[src/rtl/cbc_pkg.sv]
package cbc_pkg;

   // Clear timing variant selected at elaboration
   typedef enum logic {
      CLR_SYNC  = 1'b0,
      CLR_ASYNC = 1'b1
   } clr_mode_e;

   // Edge action when clear is inactive
   typedef enum logic [1:0] {
      OP_HOLD  = 2'd0,
      OP_COUNT = 2'd1,
      OP_LOAD  = 2'd2
   } cnt_op_e;

endpackage

[src/rtl/cbc_op_decode.sv]
module cbc_op_decode
   import cbc_pkg::*;
(
   input  logic    load_n,
   input  logic    en_p,
   input  logic    en_t,
   output cnt_op_e op
);

   // Load outranks counting; both enables must be high to count
   always_comb begin
      if (!load_n)
         op = OP_LOAD;
      else if (en_p && en_t)
         op = OP_COUNT;
      else
         op = OP_HOLD;
   end

endmodule

[src/rtl/cbc_next.sv]
module cbc_next
   import cbc_pkg::*;
#(
   parameter int W = 4
) (
   input  cnt_op_e        op,
   input  logic [W-1:0]   cur,
   input  logic [W-1:0]   din,
   output logic [W-1:0]   nxt
);

   localparam logic [W-1:0] ONE = W'(1);

   always_comb begin
      unique case (op)
         OP_LOAD:  nxt = din;
         OP_COUNT: nxt = cur + ONE;
         default:  nxt = cur;
      endcase
   end

endmodule

[src/rtl/cbc_state_reg.sv]
module cbc_state_reg
   import cbc_pkg::*;
#(
   parameter int        W        = 4,
   parameter clr_mode_e CLR_MODE = CLR_SYNC
) (
   input  logic          clk,
   input  logic          clr_n,
   input  logic [W-1:0]  nxt,
   output logic [W-1:0]  q
);

   localparam logic [W-1:0] ZERO = '0;

   if (CLR_MODE == CLR_ASYNC) begin : g_async_clr
      always_ff @(posedge clk or negedge clr_n) begin
         if (!clr_n)
            q <= ZERO;
         else
            q <= nxt;
      end
   end else begin : g_sync_clr
      always_ff @(posedge clk) begin
         if (!clr_n)
            q <= ZERO;
         else
            q <= nxt;
      end
   end

endmodule

[src/rtl/cbc_carry.sv]
module cbc_carry #(
   parameter int W = 4
) (
   input  logic [W-1:0] q,
   input  logic         en_t,
   output logic         rco
);

   // Prefix AND across the state bits; the last stage marks all ones
   logic [W:0] run_ones;
   assign run_ones[0] = 1'b1;

   for (genvar i = 0; i < W; i++) begin : g_prefix
      assign run_ones[i+1] = run_ones[i] & q[i];
   end

   assign rco = run_ones[W] & en_t;

endmodule

[src/rtl/casc_bin_counter.sv]
module casc_bin_counter
   import cbc_pkg::*;
#(
   parameter int        WIDTH    = 4,
   parameter clr_mode_e CLR_MODE = CLR_SYNC
) (
   input  logic             clk,
   input  logic             clr_n,
   input  logic             load_n,
   input  logic             en_p,
   input  logic             en_t,
   input  logic [WIDTH-1:0] din,
   output logic [WIDTH-1:0] q,
   output logic             rco
);

   if (WIDTH < 1) begin : g_bad_width
      $error("casc_bin_counter: WIDTH must be at least 1");
   end

   cnt_op_e          op;
   logic [WIDTH-1:0] nxt;

   cbc_op_decode u_dec (
      .load_n (load_n),
      .en_p   (en_p),
      .en_t   (en_t),
      .op     (op)
   );

   cbc_next #(.W(WIDTH)) u_next (
      .op  (op),
      .cur (q),
      .din (din),
      .nxt (nxt)
   );

   cbc_state_reg #(.W(WIDTH), .CLR_MODE(CLR_MODE)) u_reg (
      .clk   (clk),
      .clr_n (clr_n),
      .nxt   (nxt),
      .q     (q)
   );

   cbc_carry #(.W(WIDTH)) u_carry (
      .q    (q),
      .en_t (en_t),
      .rco  (rco)
   );

endmodule


[config.mk]
export PLATFORM = sky130hd
export DESIGN_NAME = casc_bin_counter
export DESIGN_NICKNAME = d
export VERILOG_FILES = /design/src/rtl/cbc_pkg.sv /design/src/rtl/cbc_op_decode.sv /design/src/rtl/cbc_next.sv /design/src/rtl/cbc_state_reg.sv /design/src/rtl/cbc_carry.sv /design/src/rtl/casc_bin_counter.sv
export SDC_FILE = /design/constraint.sdc
export NUM_CORES = 1
export LEC_CHECK = 0
export BUFFER_PORTS_ARGS = -buffer_cell sky130_fd_sc_hd__buf_2
export CAP_MARGIN = 30
export CORE_AREA = 2 2 39 41
export DETAILED_ROUTE_END_ITERATION = 10
export DIE_AREA = 0 0 41 43
export PLACE_DENSITY = 0.4
export SYNTH_ARGS = -nofsm -noshare
export SYNTH_HDL_FRONTEND = slang
export SYNTH_HIERARCHICAL = 1
export SYNTH_SLANG_ARGS = --single-unit
[constraint.sdc]
create_clock -name clk -period 3.05 [get_ports clk]
set_input_delay 0.1525 -clock clk [delete_from_list [all_inputs] [get_ports clk]]
set_output_delay 0.1525 -clock clk [all_outputs]
set_load 0.01 [all_outputs]
**After elaboration in Yosys (flattened, before gate mapping)**

Cells that the tools add are included.
W data, S select, Z words.

- Register bits: 4
- Input port bits: 9

- Add/sub/neg operators: 1
- Equal/unequal tests: 2
- Multiplexer cells: 3
- Bitwise operators: 4
- Reduce and logical (&&, ||, !) cells: 2

Operator list:

| kind | count |
|---|---|
| $pmux W4 S2 | 1 |
| $add A4 B1 Y4 const B | 1 |
| $and A1 B1 Y1 | 4 |
| $eq A2 B1 Y1 const B | 1 |
| $eq A2 B2 Y1 const B | 1 |
| $mux W2 | 1 |
| $reduce_bool A2 Y1 | 1 |
| $logic_and A1 B1 Y1 | 1 |
| $mux W1 | 1 |

**Logic depth before layout (Yosys ltp)**

Gate-level depths: netlist (run 1).

- Depth in word-level cells: 5
- Depth in mapped cells: 8
- Mapped depth without buffers: 7

**By module**

The synthesis (run 1) kept the hierarchy.

By module, submodules not included:

| module | instances | cells each | area each (µm²) | seq. area each (µm²) |
|---|---|---|---|---|
| cbc_next | 1 | 23 | 161.4 | 0.0 |
| cbc_state_reg | 1 | 8 | 105.1 | 80.1 |
| cbc_carry | 1 | 3 | 12.5 | 0.0 |
| cbc_op_decode | 1 | 2 | 10.0 | 0.0 |

**Worst setup path before layout (run 1)**

OpenSTA, ideal clock, no wires.

- Path type: in2reg
- From: input load_n
- To: register u_reg.q[2]
- Data arrival time: 1.477 ns
- Setup slack: 1.459 ns
- Stages: 8
- Cell sequence: and3_1 -> inv_1 -> ha_1 -> buf_6 -> nor2_1 -> mux2_2 -> a221o_2 -> and2_1

- Cells in the longest elaborated chain, start to end: 3

RTL lines:

| item | line | text |
|---|---|---|
| from (decl) | casc_bin_counter.sv:9 | `input logic load_n,` |
| $mux W2 (*) | cbc_op_decode.sv:12 | `if (!load_n)` |
| $eq A2 B1 Y1 / $eq A2 B2 Y1 (equally long branches) | cbc_next.sv:15 | `unique case (op)` |
| $pmux W4 S2 (*) | cbc_next.sv:15 |  |
| via nxt[2] | casc_bin_counter.sv:22 | `logic [WIDTH-1:0] nxt;` |
| to (signal assigned) | cbc_state_reg.sv:27 | `q <= nxt;` |
| to (decl) | cbc_state_reg.sv:10 | `output logic [W-1:0] q` |

The timed path passes the listed nets; every way through them passes the cells marked *.
A chain may end at the register's enable or synchronous reset.

**Worst setup path after layout (run 1)**

- From: input load_n
- To: register u_reg.q[3]

- Cells in the longest elaborated chain, start to end: 3

RTL lines:

| item | line | text |
|---|---|---|
| $mux W2 (*) | cbc_op_decode.sv:12 |  |
| via op[0] | casc_bin_counter.sv:21 | `cnt_op_e op;` |
| $eq A2 B1 Y1 / $eq A2 B2 Y1 (equally long branches) | cbc_next.sv:15 |  |
| $pmux W4 S2 (*) | cbc_next.sv:15 |  |
| via nxt[3] | casc_bin_counter.sv:22 |  |

Marks and branches as above.

==> results of run 1 <==
[cells by family after synthesis]
| family | Yosys count |
|---|---|
| compound gates | 6 |
| fa+ha+maj | 3 |
| mux | 2 |
| flops | 4 |
| simple gates | 16 |
| buf+inv | 5 |
[metal layers]
metal,global-route usage [%],up-vias,share of wire [%]
met3,0,0,5.4
met5,0,-,0
met4,6.00,0,0
met1,11.1,106,49
met2,12.5,8,45
li1,-,154,-
[layout make-up]
| cell class | instances | area share [%] |
|---|---|---|
| Timing Repair Buffer | 13 | 16.9 |
| Clock buffer | 3 | 5.84 |
| Tap cell | 16 | 5.19 |
| Sequential cell | 4 | 20.8 |
| Multi-Input combinational cell | 27 | 47.4 |
| Inverter | 4 | 3.90 |
[through the flow]
| stage | instances | power (µW) | instance area [µm²] | setup WS (ps) |
|---|---|---|---|---|
| after floorplan | 36 | 80.6 | 289 | 1460 |
| after global placement | 64 | 91.7 | 363 | 1230 |
| after detailed placement | 64 | 91.5 | 363 | 1230 |
| after CTS | 67 | 157 | 385 | 1470 |
| after global routing | 67 | 165 | 385 | 1350 |
| final | 67 | 153 | 385 | 1470 |
[cells in the final DEF, fill, tap and decap left out]
cell type,Yosys,routed
sky130_fd_sc_hd__clkbuf_4,0,3
sky130_fd_sc_hd__o21ai_0,1,1
sky130_fd_sc_hd__dfxtp_1,4,4
sky130_fd_sc_hd__a221o_1,1,1
sky130_fd_sc_hd__a221o_2,1,1
sky130_fd_sc_hd__a221oi_1,1,1
sky130_fd_sc_hd__mux2_1,1,1
sky130_fd_sc_hd__a22oi_1,1,1
sky130_fd_sc_hd__nor2_1,5,5
sky130_fd_sc_hd__nand3_1,2,2
sky130_fd_sc_hd__and2_1,4,4
sky130_fd_sc_hd__inv_1,4,4
sky130_fd_sc_hd__nand2_1,4,4
sky130_fd_sc_hd__a21oi_1,1,1
sky130_fd_sc_hd__and3_1,1,1
sky130_fd_sc_hd__mux2_2,1,1
sky130_fd_sc_hd__ha_1,3,3
sky130_fd_sc_hd__buf_2,0,13
[power groups by stage]
stage          logic [µW]  clock network [µW]  registers (µW)
5_1_grt              34.6                69.7            61.0
2_1_floorplan        19.4                   0            61.2
6_report             29.7                63.1            60.1
4_1_cts              30.3                66.4            60.3
3_3_place_gp         30.5                   0            61.2
3_5_place_dp         30.4                   0            61.1
[worst max-delay path, cell delays in order]
cell and delay (ps):
sky130_fd_sc_hd__buf_2 80, sky130_fd_sc_hd__and3_1 170, sky130_fd_sc_hd__inv_1 50, sky130_fd_sc_hd__ha_1 440
sky130_fd_sc_hd__nor2_1 80, sky130_fd_sc_hd__mux2_1 290, sky130_fd_sc_hd__a221o_1 280, sky130_fd_sc_hd__and2_1 150
[worst max path at each step]
stage	slack, ps	to	cells after the start	startpoint
global placement	1230	u_reg/q[3]	8	load_n
CTS	1470	u_reg/q[2]	8	load_n
floorplan	1460	u_reg/q[2]	8	load_n
detailed placement	1230	u_reg/q[2]	8	load_n
finish	1470	u_reg/q[3]	8	load_n
global route	1350	u_reg/q[2]	8	load_n
==> results summary, run 1 <==
The global placement routability congestion came out at 0.641. Counting every instance in the synthesized netlist gives 36. The row count is 14.

Wires add up to 670 µm. The number of cells on the worst hold path is 2. The number of gates given a new drive strength after cts is 0. The commonest cells after synthesis are sky130_fd_sc_hd__nor2_1 (5), sky130_fd_sc_hd__and2_1 (4), sky130_fd_sc_hd__dfxtp_1 (4), sky130_fd_sc_hd__inv_1 (4), sky130_fd_sc_hd__nand2_1 (4).

The ratio of total power to cell area is 397 nW/µm². The final critical delay including setup and external delays came out at 1580 ps. The proportion of power drawn by combinational gates is 19.5%.

The maximum level of the CTS H-tree is 1. The core utilization of the finished layout is 27.8%. The critical path is of the input pin to flop type. After filler insertion, the fill cell instance count of the layout stands at 155. The number of nets in the synthesized netlist is 48. The fraction of the yosys area taken by sequential cells came out at 27.7%. The final routed DRC violation total is 0.

In this run the clock root is driven by a sky130_fd_sc_hd__clkbuf_4. The maximum buffer depth of the clock tree came out at 2. The multi-input gate area in the final layout is 183 µm². The clock skew is 5.89 ps. The kind of end point of the critical path is a flop. The placeable core region came out at 1380 µm².

The TritonCTS clock tree is done. The number of warnings issued by yosys came out at 6. The share of cell area taken by muxes after synthesis came out at 7.79%. The CTS buffer count is 3. The switching component of the power came out at 37.9 µW.

The number of antenna violations at the first check in global routing was 0. The fraction of the mapped netlist area in simple logic gates came out at 26.0%. The required time reported for the critical path endpoint came out at 3170 ps. From synthesis to final layout, the design area changed by 33.3%. The portion of total power attributed to the clock network is 41.2%. The worst-case reg-to-reg path depth is 4. The static leakage power is 0.000200 µW. By area the synthesized netlist is led by sky130_fd_sc_hd__dfxtp_1 (28%), sky130_fd_sc_hd__ha_1 (13%), sky130_fd_sc_hd__and2_1 (8.7%), sky130_fd_sc_hd__nor2_1 (6.5%), sky130_fd_sc_hd__inv_1 (5.2%). The number of hold buffers added after CTS is 0.

The global-route usage over all layers came out at 8.39%. Across all register-to-register paths, the minimum setup slack is 1570 ps. The sequential share of power is 39.3%. The endpoint of the worst-slack reg-to-reg timing path is u_reg/q[2]. Before antenna repair, the detailed router went through 2 iterations. The maximum fanout along the worst path came out at 10. The startpoint type of the worst setup path is an input pin. The relative slew slack came out at 81.3%. The register cell area after layout came out at 80.1 µm². The switching power as a share of total power came out at 24.8%. The violation count after the first detailed-route iteration came out at 2.

The number of max-cap violations came out at 0. Setup repair after global routing left no endpoint under its margin. Once the floorplan was initialized, standard cells occupied 20.9% of the core.

0 antenna diodes ended up in the layout. The half-perimeter wire length after placement came out at 535 µm. Of all flip-flops after synthesis, the portion carrying an async set or reset was 0%. The number of sinks on the clock net is 4.

The post-synthesis share of cell area spent on xor and xnor gates is 0%. The flow ran to the end, and the final reports show no timing, DRC or antenna violations. By area, the combinational part of the netlist is dominated by simple AND/OR/NAND/NOR gates. The post-route antenna net violation count is 0. The number of global-route vias before repair is 267. By instance count, the leading cell after synthesis is sky130_fd_sc_hd__nor2_1. In this run the biggest area consumer among cell types represents 27.7% of the synthesized area. The number of input and output port buffers inserted came out at 13. The number of pins exceeding their max-slew limit in the final report came out at 0. The worst-case hold slack came out at 163 ps. The most flop-heavy register is u_reg/q. The width of the die came out at 41 µm.

The hold-critical path endpoint is u_reg/q[2]. The CTS clock-pin slew for the worst setup and hold paths is 40 ps. The height of the chip is 43 µm. The flip-flop and latch count after synthesis came out at 4.

The full die area is 1760 µm². The mean routed wirelength per cell came out at 10.0 µm. The compound-cell area share of the yosys netlist is 16.5%. In this run the critical register-to-register path is launched from u_reg/q[1]. The path category of the worst min-delay check is input pin to flop. Dividing the final minimum period by the clock period gives 51.7%. The post-synthesis instance area is 289 µm². The most used flip-flop cell after synthesis is sky130_fd_sc_hd__dfxtp_1. The summed negative setup slack over all endpoints is 0 ps. The largest vdd supply drop came out at 0.0000866 V. Cell internal power was estimated by the tool at 115 µW. A synthesized cell averages 8.03 µm². The I/O pin total is 14.

The number of enable-type register cells in the synthesized netlist is 0. The flip-flop count of the largest register after layout is 4. The largest registers in the layout are u_reg/q (4). Summed over all layers, the global routing overflow is 0. The number of buffers inserted to repair setup after CTS came out at 0. The post-synthesis share of cell area spent on full adders, half adders and majority gates came out at 13.0%.

The hold violation count in the final report was 0. The data arrival time of the critical path is 1700 ps. The clock network latency to the later pin of the worst-skew pair came out at 230 ps.

Of the cells placed in the final design, the portion with a size suffix greater than 1 is 35.3%. The detailed router placed 268 vias in this run. The count of cell types in the netlist is 17.

The post-layout net count came out at 65. The largest net degree at the start of global routing came out at 11. The total of endpoints with negative setup slack in the final report came out at 0.

The transition time at the pin with the least slew margin came out at 280 ps. The maximum clock rate is 634 MHz. The wire length of the first global-routing pass is 1030 µm. The startpoint of the lowest-slack hold path is clr_n. The synthesized design spends more area on one cell type than any other, namely sky130_fd_sc_hd__dfxtp_1.

The via density per instance is 4.00.
No activity file was read; power rests on OpenSTA's default activity.
==> run 2, diff against run 1 <==
Settings changed: PLACE_DENSITY 0.4 to 0.41.
Clock period 3.05 ns to 1.3 ns, I/O delays scaled along.
==> run 2 against run 1 <==
Compared with the run above:
- the flow now finishes with violations (negative setup slack)
- cell count rose by 12%
- clock power rose by 150%
- sequential share of layout area fell by 3.2 points
- hold slack got worse by 77 ps
- utilization rose by 8.8 points
- clock skew fell by 5.3 ps
- final area rose by 31%
- critical path type is now flop to flop
- largest power group unchanged
==> results summary, run 2 (synthesis results as in run 1) <==
The post-route antenna net violation count came out at 0 (unchanged). The slowest stage of the critical path belongs to the cell sky130_fd_sc_hd__dfxtp_4. The via density per instance is 4.29 (+7.3%). The number of input and output port buffers inserted is 13 (unchanged).

The number of sinks on the clock net came out at 4 (unchanged). The mean routed wirelength per cell came out at 10.2 µm (+2.4%). The total global routing overflow is 0 (unchanged). The ratio of total power to cell area came to 806 nW/µm² (+100%). The data arrival time of the critical path came out at 1500 ps (-200 ps).

The full die area is 1760 µm² (unchanged). The row count came out at 14 (unchanged). The largest vdd supply drop came out at 0.000202 V (+130%). The library cell used most frequently in the layout, excluding fill and tap cells, is sky130_fd_sc_hd__buf_2.

The fraction of layout instances using a drive strength above 1 came out at 61.0% (+26 points). The total number of vias came out at 322 (+20%). The cell at the root of the clock tree is sky130_fd_sc_hd__clkbuf_4. The CTS clock-pin slew for the worst setup and hold paths came out at 40 ps (about the same). The violation count after the first detailed-route iteration came out at 3 (+1).

The antenna diode count was 0 (unchanged). The met2 layer usage reported by global route was 17.8% (+5.3 points). The clock skew is 0.547 ps (-5.34 ps). The width of the die came out at 41 µm (unchanged). The transition time at the pin with the least slew margin came to 231 ps (-48.8 ps).

In this run the worst hold path is classified as input pin to flop. The CTS buffer count is 3 (unchanged). The worst-case hold slack is 86.2 ps (-76.7 ps).

STA classifies the critical path startpoint as a flop. The total of endpoints with negative setup slack in the final report is 2 (+2). The global-route usage over all layers came out at 10.3% (+1.9 points).

Traced cell by cell, the critical path runs through ha_4 > mux2_4 > a221o_2 > and2_4. The met3 track demand over resource in global routing is 0% (unchanged). The flow ran to the end, but the final reports show violations. Setup repair after global routing could not meet its margin everywhere. The maximum level of the CTS H-tree was 1 (unchanged). The relative slew slack came out at 84.6% (+3.3 points). In the final layout, the registers with the most flip-flops are u_reg/q (4). The half-perimeter wire length after placement is 609 µm (+14%). The critical path is of the flop to flop type. STA classifies the critical path endpoint as a flop. The final critical delay including setup and external delays is 1370 ps. The placeable core region came out at 1380 µm² (unchanged). The static leakage power came out at 0.000249 µW (+24%). The largest net degree at the start of global routing was 7 (-4). The wire length of the first global-routing pass came out at 1210 µm (+17%). TritonCTS built the clock tree.

The global placement routability congestion came out at 0.668 (+4.2%). The final routed DRC violation total came out at 0 (unchanged). The global routing usage on met1 is 10.8% (-0.32 points).

The largest stage delay on the critical path came out at 350 ps (-90 ps). The maximum fanout along the worst path came to 3 (-7). The reg-to-reg setup timing slack is -70 ps (-1640 ps). The height of the chip is 43 µm (unchanged). After global routing, the most crowded layer is met2. After layout, the worst path uses 106% of the clock period. The maximum clock rate is 728 MHz. The flip-flop count of the largest register after layout is 4 (unchanged). The first-pass detailed-route iteration total came to 3 (+1). The clock network latency to the later pin of the worst-skew pair came out at 230 ps (about the same). The number of global-route vias before repair is 311 (+16%). The summed negative setup slack over all endpoints came out at -120 ps (-120 ps). The maximum buffer depth of the clock tree was 2 (unchanged). The final worst slack came out at -73.6 ps (-1550 ps). The number of max-cap violations came out at 0 (unchanged). The post-layout net count came out at 73 (+12%). The number of pins exceeding their max-slew limit in the final report is 0 (unchanged). The synthesis-to-layout area growth came out at 75.3%.

The hold violation count in the final report came out at 0 (unchanged). The library cells used most frequently in the layout, excluding fill and tap cells, are sky130_fd_sc_hd__buf_2 (13), sky130_fd_sc_hd__buf_4 (6), sky130_fd_sc_hd__nor2_1 (5), sky130_fd_sc_hd__nand2_1 (4). The final wirelength is 768 µm (+15%). The register with the most flip-flops in the final layout is u_reg/q. The final reports fail on negative setup slack. The I/O pin total is 14 (unchanged). The number of antenna violations at the first check in global routing is 0 (unchanged).

The effective utilization at floorplan came out at 20.9% (unchanged). The required time reported for the critical path endpoint came to 1430 ps (-1740 ps).
## run 2: timing repair
| item | in CTS | in global routing |
|---|---|---|
| setup endpoints to repair | 2 | 2 |
| pin swaps | 2 | 2 |
| buffers inserted | 1 | 0 |
| resized for setup | 10 | 1 |
| hold buffers | 0 | 0 |
## run 2: path summary, 6_finish.rpt
check | to | cells past startpoint | from
worst max-delay path | u_reg/q[2] | 4 | u_reg/q[0]
worst min-delay path | u_reg/q[3] | 2 | clr_n
worst max register to register | u_reg/q[2] | 4 | u_reg/q[0]
worst min register to register | u_reg/q[2] | 2 | u_reg/q[2]
## run 2: layout make-up
| type | count | area [µm²] |
|---|---|---|
| inverter | 4 | 15.0 |
| multi-input combinational | 27 | 228 |
| timing repair buffer | 21 | 133 |
| tap | 16 | 20.0 |
| fill | 155 | 877 |
| clock buffer | 3 | 22.5 |
| sequential | 4 | 88.8 |
## run 2: routing by layer
metal / vias up / share of wire (%)
met3: 0 / 5.6
met4: 0 / 0
met5: - / 0
met1: 140 / 40
li1: 172 / -
met2: 10 / 54
## run 2: power by group
part           internal, µW  switching (µW)  leakage (µW)  total, µW
Clock                   103            53.0     0.0000138        156
Combinational          67.0            44.1      0.000200        111
Sequential              130            11.0     0.0000346        141
## run 2: worst max-delay path, delay by kind of cell (launching register included)
kind            cells  cell delay, ps
compound gates      1             350
mux                 1             280
simple gates        1             130
flops               1             350
fa+ha+maj           1             160
## run 2: stage by stage
stage | instances | area (µm²) | total power (µW) | util, % | worst slack (ps)
2_1_floorplan | 36 | 314 | 197 | - | -193
3_3_place_gp | 71 | 440 | 245 | 31.8 | -239
3_5_place_dp | 71 | 440 | 245 | 31.8 | -239
4_1_cts | 75 | 504 | 412 | 36.4 | -49.5
5_1_grt | 75 | 507 | 440 | 36.6 | -101
6_report | 75 | 507 | 409 | 36.6 | -73.6
==> run 3, diff against run 2 <==
Settings changed: SETUP_SLACK_MARGIN set to 0.15.
==> run 3 against run 2 <==
Compared with the run above:
- the run still ends with negative setup slack left
- clock skew barely moved
- worst setup slack barely moved
- non-clock buffer count did not move
- final area rose by 2.2%
- cell count did not move
==> results summary, run 3 (synthesis results as in run 1) <==
The data arrival time of the critical path came out at 1500 ps (about the same). The full die area is 1760 µm² (unchanged). The ratio of total power to cell area is 796 nW/µm² (-1.3%). The width of the die came out at 41 µm (unchanged). The total of endpoints with negative setup slack in the final report is 2 (unchanged). The wire length of the first global-routing pass came out at 1210 µm (unchanged).

Traced cell by cell, the critical path runs through ha_4 > mux2_4 > a221o_2 > and2_4. The final wirelength was 775 µm (+0.91%). The synthesis-to-layout area growth is 79.2%.

The maximum clock rate came out at 728 MHz (about the same). The largest individual stage delay along the critical path comes from the cell sky130_fd_sc_hd__dfxtp_4. The overall power is 412 µW (+0.88%). The library cell used most frequently in the layout, excluding fill and tap cells, is sky130_fd_sc_hd__buf_2. The mean routed wirelength per cell is 10.3 µm (+0.91%).

The largest vdd supply drop came to 0.000203 V (+0.40%). The global-route usage over all layers is 10.3% (unchanged). The number of antenna violations at the first check in global routing is 0 (unchanged).

The total global routing overflow came out at 0 (unchanged). The cell at the root of the clock tree is sky130_fd_sc_hd__clkbuf_4. The number of sinks on the clock net is 4 (unchanged).

The worst-case hold slack came out at 89.0 ps (+2.79 ps). The number of pins exceeding their max-slew limit in the final report is 0 (unchanged). The largest registers in the layout are u_reg/q (4).

The maximum buffer depth of the clock tree came to 2 (unchanged). The required time reported for the critical path endpoint is 1430 ps (about the same). The flow ran to the end, but the final reports show violations.

The number of input and output port buffers inserted came out at 13 (unchanged). The post-layout net count came out at 73 (unchanged). The CTS buffer count is 3 (unchanged). Setup repair after global routing could not meet its margin everywhere.

The worst setup path is launched from a flop. The row count came out at 14 (unchanged). The half-perimeter wire length after placement came out at 609 µm (unchanged). The fraction of layout instances using a drive strength above 1 came out at 64.4% (+3.4 points). The violation count after the first detailed-route iteration was 1 (-2). The maximum fanout along the worst path is 3 (unchanged). The final worst slack came out at -73.4 ps (+0.134 ps). The final routed DRC violation total was 0 (unchanged). The transition time at the pin with the least slew margin is 205 ps (-26.6 ps). The flip-flop count of the largest register after layout is 4 (unchanged). The antenna diode count is 0 (unchanged).

The largest net degree at the start of global routing is 7 (unchanged). The final reports fail on negative setup slack. The kind of end point of the critical path is a flop.

The via density per instance was 4.33 (+0.93%). The number of max-cap violations came out at 0 (unchanged). The critical path is of the flop to flop type.

The post-route antenna net violation count is 0 (unchanged). TritonCTS built the clock tree. The relative slew slack came to 86.3% (+1.8 points). The core utilization of the finished layout came out at 37.4% (+0.81 points). The largest stage delay on the critical path is 350 ps (about the same). The path category of the worst min-delay check is input pin to flop. The top cell types in the final layout, fill and taps aside, are sky130_fd_sc_hd__buf_2 (13), sky130_fd_sc_hd__buf_4 (6), sky130_fd_sc_hd__nor2_1 (5), sky130_fd_sc_hd__nand2_1 (4). The placeable core region was 1380 µm² (unchanged). The clock network latency to the later pin of the worst-skew pair is 230 ps (about the same). The total number of vias is 325 (+0.93%). The static leakage power is 0.000251 µW (+0.96%). The global placement routability congestion is 0.668 (unchanged). The first-pass detailed-route iteration total came out at 2 (-1). The CTS clock-pin slew for the worst setup and hold paths is 40 ps (about the same).

The final critical delay including setup and external delays came out at 1370 ps (-0.134 ps). The number of global-route vias before repair came to 311 (unchanged). The final period utilization came to 106% (about the same). The hold violation count in the final report came to 0 (unchanged). Counting flops per register, the top entry is u_reg/q. The effective utilization at floorplan is 20.9% (unchanged). The I/O pin total is 14 (unchanged).

The maximum level of the CTS H-tree is 1 (unchanged). The height of the chip came to 43 µm (unchanged). The clock skew came out at 0.555 ps (+0.00815 ps).
==> run 3: cell counts in the layout (fill, tap and decap cells not counted) <==
No cell type changed its count.
==> run 3: worst max-delay path, delay by kind of cell (launching register included) <==
family | cells | cell delay [ps]
DFF | 1 | 350
adders and majority gates | 1 | 160
AOI/OAI and AO/OA | 1 | 350
and+or+nand+nor | 1 | 130
muxes | 1 | 280
==> run 3: what timing repair did <==
action	4_1_cts	5_1_grt
pin swaps	2	4
setup buffers	1	0
endpoints found under the setup margin	3	4
hold buffers	0	0
cloned	0	0
gates resized for setup	10	3
==> run 3: worst paths after layout <==
kind | slack [ps] | cells past startpoint | to | from
worst max-delay path | -70 | 4 | u_reg/q[2] | u_reg/q[0]
worst min register to register | 670 | 2 | u_reg/q[2] | u_reg/q[2]
worst max register to register | -70 | 4 | u_reg/q[2] | u_reg/q[0]
worst min-delay path | 90 | 2 | u_reg/q[3] | clr_n
==> run 3: final cells by class <==
class / count / area, µm²
fill: 153 / 866
tap: 16 / 20.0
multi-input combinational: 27 / 239
clock buffer: 3 / 22.5
timing repair buffer: 21 / 133
sequential: 4 / 88.8
inverter: 4 / 15.0
==> run 3: per-stage QoR <==
stage               setup WS [ps]  instance area (µm²)  instances  TNS, ps
finish                      -73.4                  518         75     -122
floorplan                    -193                  314         36     -339
global route                 -101                  518         75     -200
CTS                         -49.5                  504         75    -86.7
global placement             -239                  440         71     -423
detailed placement           -239                  440         71     -435
==> run 3: where the power goes <==
part | switching [µW] | internal, µW
logic | 46.8 | 68.7
registers | 11.1 | 130
clock network | 52.2 | 103
total | 110 | 302
==> run 3: layer usage <==
layer / share of wire, % / up-vias / wire (µm) / global-route usage (%)
met5: 0 / - / 0 / 0
met4: 0 / 0 / 0 / 8.00
li1: - / 171 / - / -
met2: 54 / 10 / 422 / 17.8
met3: 5.5 / 0 / 43 / 0
met1: 40 / 144 / 310 / 10.8
